## src/rtl/otp_bulk_pkg.sv

```systemverilog
package otp_bulk_pkg;

    typedef enum logic [2:0] {
        MD_STBY   = 3'd0,
        MD_DREAD  = 3'd1,
        MD_MPROG  = 3'd2,
        MD_BREAD  = 3'd3,
        MD_BPROG  = 3'd4,
        MD_TBLANK = 3'd5,
        MD_TDEC   = 3'd6,
        MD_TWR    = 3'd7
    } xfer_mode_e;

    typedef enum logic [1:0] {
        SQ_IDLE,
        SQ_READ,
        SQ_PROG,
        SQ_DONE
    } seq_state_e;

endpackage

```

## src/rtl/otp_xfer_fifo.sv

```systemverilog
module otp_xfer_fifo #(
    parameter int DW    = 32,
    parameter int DEPTH = 8,
    localparam int PW   = $clog2(DEPTH),
    localparam int LW   = PW + 1
) (
    input  logic          clk,
    input  logic          rst_n,
    input  logic          flush,
    input  logic          push,
    input  logic [DW-1:0] push_data,
    input  logic          pop,
    output logic [DW-1:0] head,
    output logic [LW-1:0] level,
    output logic          full,
    output logic          empty
);

    logic [DW-1:0] store [DEPTH];
    logic [PW-1:0] wptr, rptr;
    logic [LW-1:0] cnt;

    always_ff @(posedge clk or negedge rst_n) begin
        if (!rst_n) begin
            wptr <= '0;
            rptr <= '0;
            cnt  <= '0;
        end else if (flush) begin
            wptr <= '0;
            rptr <= '0;
            cnt  <= '0;
        end else begin
            if (push) wptr <= wptr + PW'(1);
            if (pop)  rptr <= rptr + PW'(1);
            cnt <= cnt + LW'(push) - LW'(pop);
        end
    end

    always_ff @(posedge clk) begin
        if (push && !flush) store[wptr] <= push_data;
    end

    assign head  = store[rptr];
    assign level = cnt;
    assign full  = (cnt == LW'(DEPTH));
    assign empty = (cnt == '0);

    AST_FIFO_NO_OVERFLOW: assert property (@(posedge clk) disable iff (!rst_n)
        level <= LW'(DEPTH));
    AST_FLUSH_EMPTIES: assert property (@(posedge clk) disable iff (!rst_n)
        flush |=> empty);

endmodule

```

## src/rtl/otp_xfer_seq.sv

```systemverilog
module otp_xfer_seq
    import otp_bulk_pkg::*;
#(
    parameter int AW = 14,
    parameter int CW = 14,
    localparam int RW = CW + 1
) (
    input  logic          clk,
    input  logic          rst_n,
    input  logic          mode_wr,
    input  logic [2:0]    mode_wdata,
    input  logic [AW-1:0] start_addr,
    input  logic [CW-1:0] word_cnt,
    input  logic          fifo_full,
    input  logic          fifo_empty,
    input  logic          arr_ack,
    output logic [2:0]    mode_q,
    output logic [RW-1:0] remain,
    output logic          ready,
    output logic          arr_req,
    output logic          arr_we,
    output logic [AW-2:0] arr_word,
    output logic          arr_hi,
    output logic          eng_push,
    output logic          eng_pop
);

    seq_state_e    st_q, st_d;
    xfer_mode_e    mode_r, new_mode;
    logic [RW-1:0] remain_q;
    logic [AW-1:0] cur_q;
    logic          accept, abort, start_rd, start_pg, busy, last_word;

    assign new_mode  = xfer_mode_e'(mode_wdata);
    assign accept    = mode_wr && (mode_r == MD_STBY || new_mode == MD_STBY);
    assign abort     = accept && (new_mode == MD_STBY);
    assign start_rd  = accept && (mode_r == MD_STBY) && (new_mode == MD_BREAD);
    assign start_pg  = accept && (mode_r == MD_STBY) && (new_mode == MD_BPROG);
    assign busy      = (st_q == SQ_READ) || (st_q == SQ_PROG);
    assign last_word = arr_ack && (remain_q == RW'(1));

    always_comb begin
        st_d = st_q;
        unique case (st_q)
            SQ_IDLE: begin
                if (start_rd)      st_d = SQ_READ;
                else if (start_pg) st_d = SQ_PROG;
            end
            SQ_READ, SQ_PROG: begin
                if (abort)          st_d = SQ_IDLE;
                else if (last_word) st_d = SQ_DONE;
            end
            SQ_DONE: begin
                if (abort) st_d = SQ_IDLE;
            end
        endcase
    end

    always_ff @(posedge clk or negedge rst_n) begin
        if (!rst_n) st_q <= SQ_IDLE;
        else        st_q <= st_d;
    end

    always_ff @(posedge clk or negedge rst_n) begin
        if (!rst_n) begin
            mode_r   <= MD_STBY;
            remain_q <= '0;
            cur_q    <= '0;
        end else begin
            if (accept) mode_r <= new_mode;
            if (abort) begin
                remain_q <= '0;
            end else if (start_rd || start_pg) begin
                remain_q <= RW'(word_cnt) + RW'(1);
                cur_q    <= start_addr;
            end else if (busy && arr_ack) begin
                remain_q <= remain_q - RW'(1);
                cur_q    <= cur_q + AW'(1);
            end
        end
    end

    always_comb begin
        arr_req  = 1'b0;
        arr_we   = 1'b0;
        eng_push = 1'b0;
        eng_pop  = 1'b0;
        ready    = 1'b1;
        unique case (st_q)
            SQ_READ: begin
                arr_req  = !fifo_full;
                eng_push = arr_ack;
                ready    = 1'b0;
            end
            SQ_PROG: begin
                arr_req = !fifo_empty;
                arr_we  = 1'b1;
                eng_pop = arr_ack;
                ready   = 1'b0;
            end
            SQ_IDLE, SQ_DONE: ;
        endcase
    end

    assign mode_q   = mode_r;
    assign remain   = remain_q;
    assign arr_word = cur_q[AW-1:1];
    assign arr_hi   = cur_q[0];

    AST_MODE_LOCK: assert property (@(posedge clk) disable iff (!rst_n)
        (mode_r != MD_STBY) |=> (mode_r == $past(mode_r) || mode_r == MD_STBY));
    AST_BUSY_HAS_WORDS: assert property (@(posedge clk) disable iff (!rst_n)
        !ready |-> remain_q != '0);
    AST_BUSY_IN_BULK: assert property (@(posedge clk) disable iff (!rst_n)
        !ready |-> (mode_r == MD_BREAD || mode_r == MD_BPROG));
    AST_ABORT_IDLES: assert property (@(posedge clk) disable iff (!rst_n)
        abort |=> (ready && remain_q == '0 && !arr_req));

endmodule

```

## src/rtl/otp_bulk_xfer.sv

```systemverilog
module otp_bulk_xfer
    import otp_bulk_pkg::*;
#(
    parameter int ADDR_W     = 14,
    parameter int CNT_W      = 14,
    parameter int DATA_W     = 32,
    parameter int FIFO_DEPTH = 8,
    localparam int LVL_W     = $clog2(FIFO_DEPTH) + 1,
    localparam int REM_W     = CNT_W + 1
) (
    input  logic              clk,
    input  logic              rst_n,
    input  logic              mode_wr,
    input  logic [2:0]        mode_wdata,
    input  logic              addr_wr,
    input  logic [ADDR_W-1:0] addr_wdata,
    input  logic              cnt_wr,
    input  logic [CNT_W-1:0]  cnt_wdata,
    input  logic              fifo_flush,
    input  logic              port_rd,
    input  logic              port_wr,
    input  logic [DATA_W-1:0] port_wdata,
    output logic [DATA_W-1:0] port_rdata,
    output logic [DATA_W-1:0] last_rdata,
    output logic [2:0]        mode_q,
    output logic [CNT_W-1:0]  cnt_q,
    output logic [REM_W-1:0]  remain,
    output logic [LVL_W-1:0]  fifo_level,
    output logic              ready,
    output logic              arr_req,
    output logic              arr_we,
    output logic [ADDR_W-2:0] arr_word,
    output logic              arr_hi,
    output logic [DATA_W-1:0] arr_wdata,
    input  logic [DATA_W-1:0] arr_rdata,
    input  logic              arr_ack
);

    logic [ADDR_W-1:0] addr_q;
    logic [CNT_W-1:0]  count_q;
    logic [DATA_W-1:0] last_q, head;
    logic              full, empty, eng_push, eng_pop, port_push, port_pop;
    logic              in_prog;

    always_ff @(posedge clk or negedge rst_n) begin
        if (!rst_n) begin
            addr_q  <= '0;
            count_q <= '0;
            last_q  <= '0;
        end else begin
            if (addr_wr) addr_q  <= addr_wdata;
            if (cnt_wr)  count_q <= cnt_wdata;
            if (port_pop) last_q <= head;
        end
    end

    assign in_prog   = (mode_q == MD_BPROG);
    assign port_push = port_wr && in_prog && !full && !fifo_flush;
    assign port_pop  = port_rd && !in_prog && !empty && !fifo_flush;

    otp_xfer_seq #(.AW(ADDR_W), .CW(CNT_W)) seq_i (
        .clk        (clk),
        .rst_n      (rst_n),
        .mode_wr    (mode_wr),
        .mode_wdata (mode_wdata),
        .start_addr (addr_q),
        .word_cnt   (count_q),
        .fifo_full  (full),
        .fifo_empty (empty),
        .arr_ack    (arr_ack),
        .mode_q     (mode_q),
        .remain     (remain),
        .ready      (ready),
        .arr_req    (arr_req),
        .arr_we     (arr_we),
        .arr_word   (arr_word),
        .arr_hi     (arr_hi),
        .eng_push   (eng_push),
        .eng_pop    (eng_pop)
    );

    otp_xfer_fifo #(.DW(DATA_W), .DEPTH(FIFO_DEPTH)) fifo_i (
        .clk       (clk),
        .rst_n     (rst_n),
        .flush     (fifo_flush),
        .push      (eng_push || port_push),
        .push_data (eng_push ? arr_rdata : port_wdata),
        .pop       (eng_pop || port_pop),
        .head      (head),
        .level     (fifo_level),
        .full      (full),
        .empty     (empty)
    );

    assign port_rdata = empty ? last_q : head;
    assign last_rdata = last_q;
    assign cnt_q      = count_q;
    assign arr_wdata  = head;

    AST_REQ_HELD: assert property (@(posedge clk) disable iff (!rst_n)
        (arr_req && !arr_ack && !fifo_flush) |=> (arr_req || mode_q == MD_STBY));
    AST_PROG_DATA_STABLE: assert property (@(posedge clk) disable iff (!rst_n)
        (arr_req && arr_we && !arr_ack && !fifo_flush) |=> (!arr_req || $stable(arr_wdata)));
    AST_FULL_WRITE_DROPPED: assert property (@(posedge clk) disable iff (!rst_n)
        (port_wr && in_prog && full && !fifo_flush) |=> fifo_level <= $past(fifo_level));

endmodule

```

## config.mk

```make
export PLATFORM = sky130hd
export DESIGN_NAME = otp_bulk_xfer
export DESIGN_NICKNAME = d
export VERILOG_FILES = /design/src/rtl/otp_bulk_pkg.sv /design/src/rtl/otp_xfer_fifo.sv /design/src/rtl/otp_xfer_seq.sv /design/src/rtl/otp_bulk_xfer.sv
export SDC_FILE = /design/constraint.sdc
export NUM_CORES = 1
export LEC_CHECK = 0
export ABC_AREA = 1
export CAP_MARGIN = 20
export CORE_MARGIN = 2
export CORE_UTILIZATION = 49
export DETAILED_ROUTE_END_ITERATION = 8
export HOLD_SLACK_MARGIN = 0.1
export PLACE_DENSITY = 0.79
export SYNTH_ARGS = -nofsm -noshare
export SYNTH_HDL_FRONTEND = slang
export SYNTH_SLANG_ARGS = --single-unit
```

## constraint.sdc

```tcl
create_clock -name clk -period 3.8 [get_ports clk]
set_input_delay 1.14 -clock clk [delete_from_list [all_inputs] [get_ports clk]]
set_output_delay 1.14 -clock clk [all_outputs]
set_load 0.02 [all_outputs]
```

==> flow_metrics.tcl <==
set metrics [dict create \
    die_h_um 187 \
    ioPinCount 253 \
    worstPathMaxFanout 52 \
    ir_drop_uv 546 \
    worstMarginPinSlew_ns 0.792 \
    slowest_delay_ns 0.53 \
    cts_sinks 360 \
    cts_root_buf "clkbuf_16" \
    place_congestion 0.903 \
    numCtsBuffers 38 \
    utilization 0.635 \
    postSynthCellCount 1681 \
    synth-edff-count 256 \
    slew_headroom 0.471 \
    synth_top_area_frac 0.468 \
    synth_seq_cells 360 \
    syn2layout_area_growth_pct 28.7 \
    drc_errors 0 \
    status "finished clean" \
    yosysWarnings 0 \
    vias 13300 \
    htreeDepth 2 \
    arrival_ns 2.60 \
    core_um2 33300 \
    initial_core_util 0.493 \
    maxCapViolations 0 \
    pwr_density_cell_nw_per_um2 761 \
    grtUsageTotal 0.253 \
    rows 67 \
    first_pass_iters 6 \
    cts_hold_buf 0 \
    ant_nets 0 \
    path_clk_slew_ns 0.06 \
    setup_violations 0 \
    wl_mm 45.1 \
    nFillCells 2562 \
    worstSetupPathType "register to output port" \
    period_needed_ns 3.74 \
    ys_types 33 \
    die_w_um 187 \
    via_per_inst 5.51 \
    yosys.area.top_type "edfxtp_1" \
    layout.nets 2056 \
    dp_hpwl_mm 28.5 \
    setup_tns_ns 0 \
    syn_nets 1803 \
    finalCritPeriodShare 0.984 \
    setup_slack_ns 0.0603 \
    dp_slack_ns 0.243 \
    dieArea_um2 35000 \
    synth_most_common_cell "nand2_1" \
    drv_slew 0 \
    synth-seq-area-share 0.627 \
    avgSynthCellArea_um2 9.76 \
    port_buffers 252 \
    grt_pass1_wl_mm 70.1 \
    fmax_ghz 0.267 \
    antenna_found_initial 0 \
    end_kind "output port" \
    grt_overflow 0 \
    wl_per_cell_um 18.7 \
    synth_area_um2 16400 \
    first_global_vias 13000 \
    power_mw 16.1 \
    grt_max_degree 99 \
    critical_path.cell_chain "buf_16 > nor2_1 > nor2_1 > o21ai_0 > o21ai_1 > nand2_1 > a31oi_2 > dlygate4sd2_1" \
    async_flop_share 0.289 \
    drt-initial-drc-count 981 \
    worstPathRequired_ns 2.66 \
    cts_tree "yes" \
    synth_top_flop_cell "edfxtp_1" \
    synth_common_cells "nand2_1 (437), nor2_1 (310), edfxtp_1 (256)" \
    worstHoldPathType "register to register" \
    power.leakage_nw 8.76 \
    startpoint_type "register" \
    cts_buffer_depth 3 \
    clk_latency_ns 0.55 \
    cpMostUsedCell "nor2_1" \
    synthTopCellsByArea "edfxtp_1 (47%), dfrtp_1 (16%), nand2_1 (10%), nor2_1 (7.1%), o21ai_0 (5.5%)" \
    drive_gt1_frac 0.0871 \
    clock_skew_ns 0.0219 \
    cp_slowest_cell "dfrtp_4" \
    finalHoldViolations 0 \
    antenna-diode-count 0 \
]
-- layout by cell type (no fill, tap or decap), drive strengths merged --
cell type        n
nand2          440
nor2           311
edfxtp         256
o21ai          212
clkdlybuf4s50  196
dfrtp          104
inv             77
nand3           76
clkbuf          52
buf             43
mux2            39
a31oi           32
dlymetal6s2s    30
dlygate4sd2     24
ha              17
nand4           12
clkinv          10
xor2             9
bufinv           6
nor3             4
a21oi            3
or2              2
xnor2            2
o22ai            2
a21o             1
nand3b           1
a21boi           1
clkinvlp         1
fa               1
-- metrics by stage --
step / std cells / hold slack, ns / area, um2
2_1_floorplan: 1681 / 0.481 / 16400
3_3_place_gp: 2338 / 0.483 / 19600
3_5_place_dp: 2338 / 0.490 / 19600
4_1_cts: 2411 / 0.504 / 21000
5_1_grt: 2412 / 0.527 / 21100
6_report: 2412 / 0.510 / 21100
-- registers in the layout, summed over array words and instances (netlist names) --
signal        cells
last_rdata       32
addr_q           14
fifo_i.store    256
fifo_i.level      4
seq_i.remain     15
fifo_i.wptr       3
cnt_q            14
fifo_i.rptr       3
seq_i.st_q        2
seq_i.mode_q      3
seq_i.cur_q      14
-- logic make-up after synthesis --
group	count (synthesis)	synth area share
buf+inv	156	0.0441
xor+xnor	11	0.00587
compound gates	251	0.0794
simple gates	846	0.203
flops	360	0.627
fa+ha+maj	18	0.0142
mux	39	0.0268
-- final cells by class --
type / instances / area (um2) / area share
sequential: 360 / 10300 / 0.487
multi-input combinational: 1165 / 5470 / 0.259
timing repair buffer: 294 / 3150 / 0.149
clock buffer: 51 / 1070 / 0.0506
tap: 448 / 561 / 0.0265
inverter: 75 / 295 / 0.0140
clock inverter: 19 / 290 / 0.0137
-- power by group --
part           switching [mW]  internal [mW]  total, mW
clock network            1.56           2.41       3.97
registers               0.459           4.80       5.26
logic                    4.22           2.62       6.84
total                    6.24           9.83       16.1
-- worst max-delay path: cells and delay by family (launching register included) --
kind / cells / cell delay (ns)
buffers and inverters: 2 / 0.64
DFF: 1 / 0.53
AOI/OAI and AO/OA: 3 / 0.50
and+or+nand+nor: 3 / 0.37
-- routing by layer --
layer | GRT usage | up-vias | part of all wire
li1 | - | 6182 | -
met1 | 0.335 | 6329 | 0.40
met2 | 0.425 | 676 | 0.48
met3 | 0.0458 | 99 | 0.091
met4 | 0.0809 | 0 | 0.028
met5 | 0 | - | 0
-- worst paths after layout --
check                                start              end  slack [ns]  depth (start not counted)
setup / recovery            fifo_i.rptr[0]    port_rdata[3]        0.06                          8
hold / removal             seq_i.mode_q[0]  seq_i.mode_q[0]        0.51                          2
setup reg to reg           fifo_i.level[2]  fifo_i.level[2]        1.13                         12
hold reg to reg            seq_i.mode_q[0]  seq_i.mode_q[0]        0.51                          2
max in group asynchronous            rst_n   fifo_i.rptr[0]        2.36                          2
min in group asynchronous            rst_n  seq_i.cur_q[12]        0.64                          1
-- timing repair --
action,4_1_cts,5_1_grt
endpoints found under the setup margin,56,41
buffers inserted,2,0
gates cloned,1,1
resized for setup,29,36
Note: power is estimated with default switching activity, not from simulation.
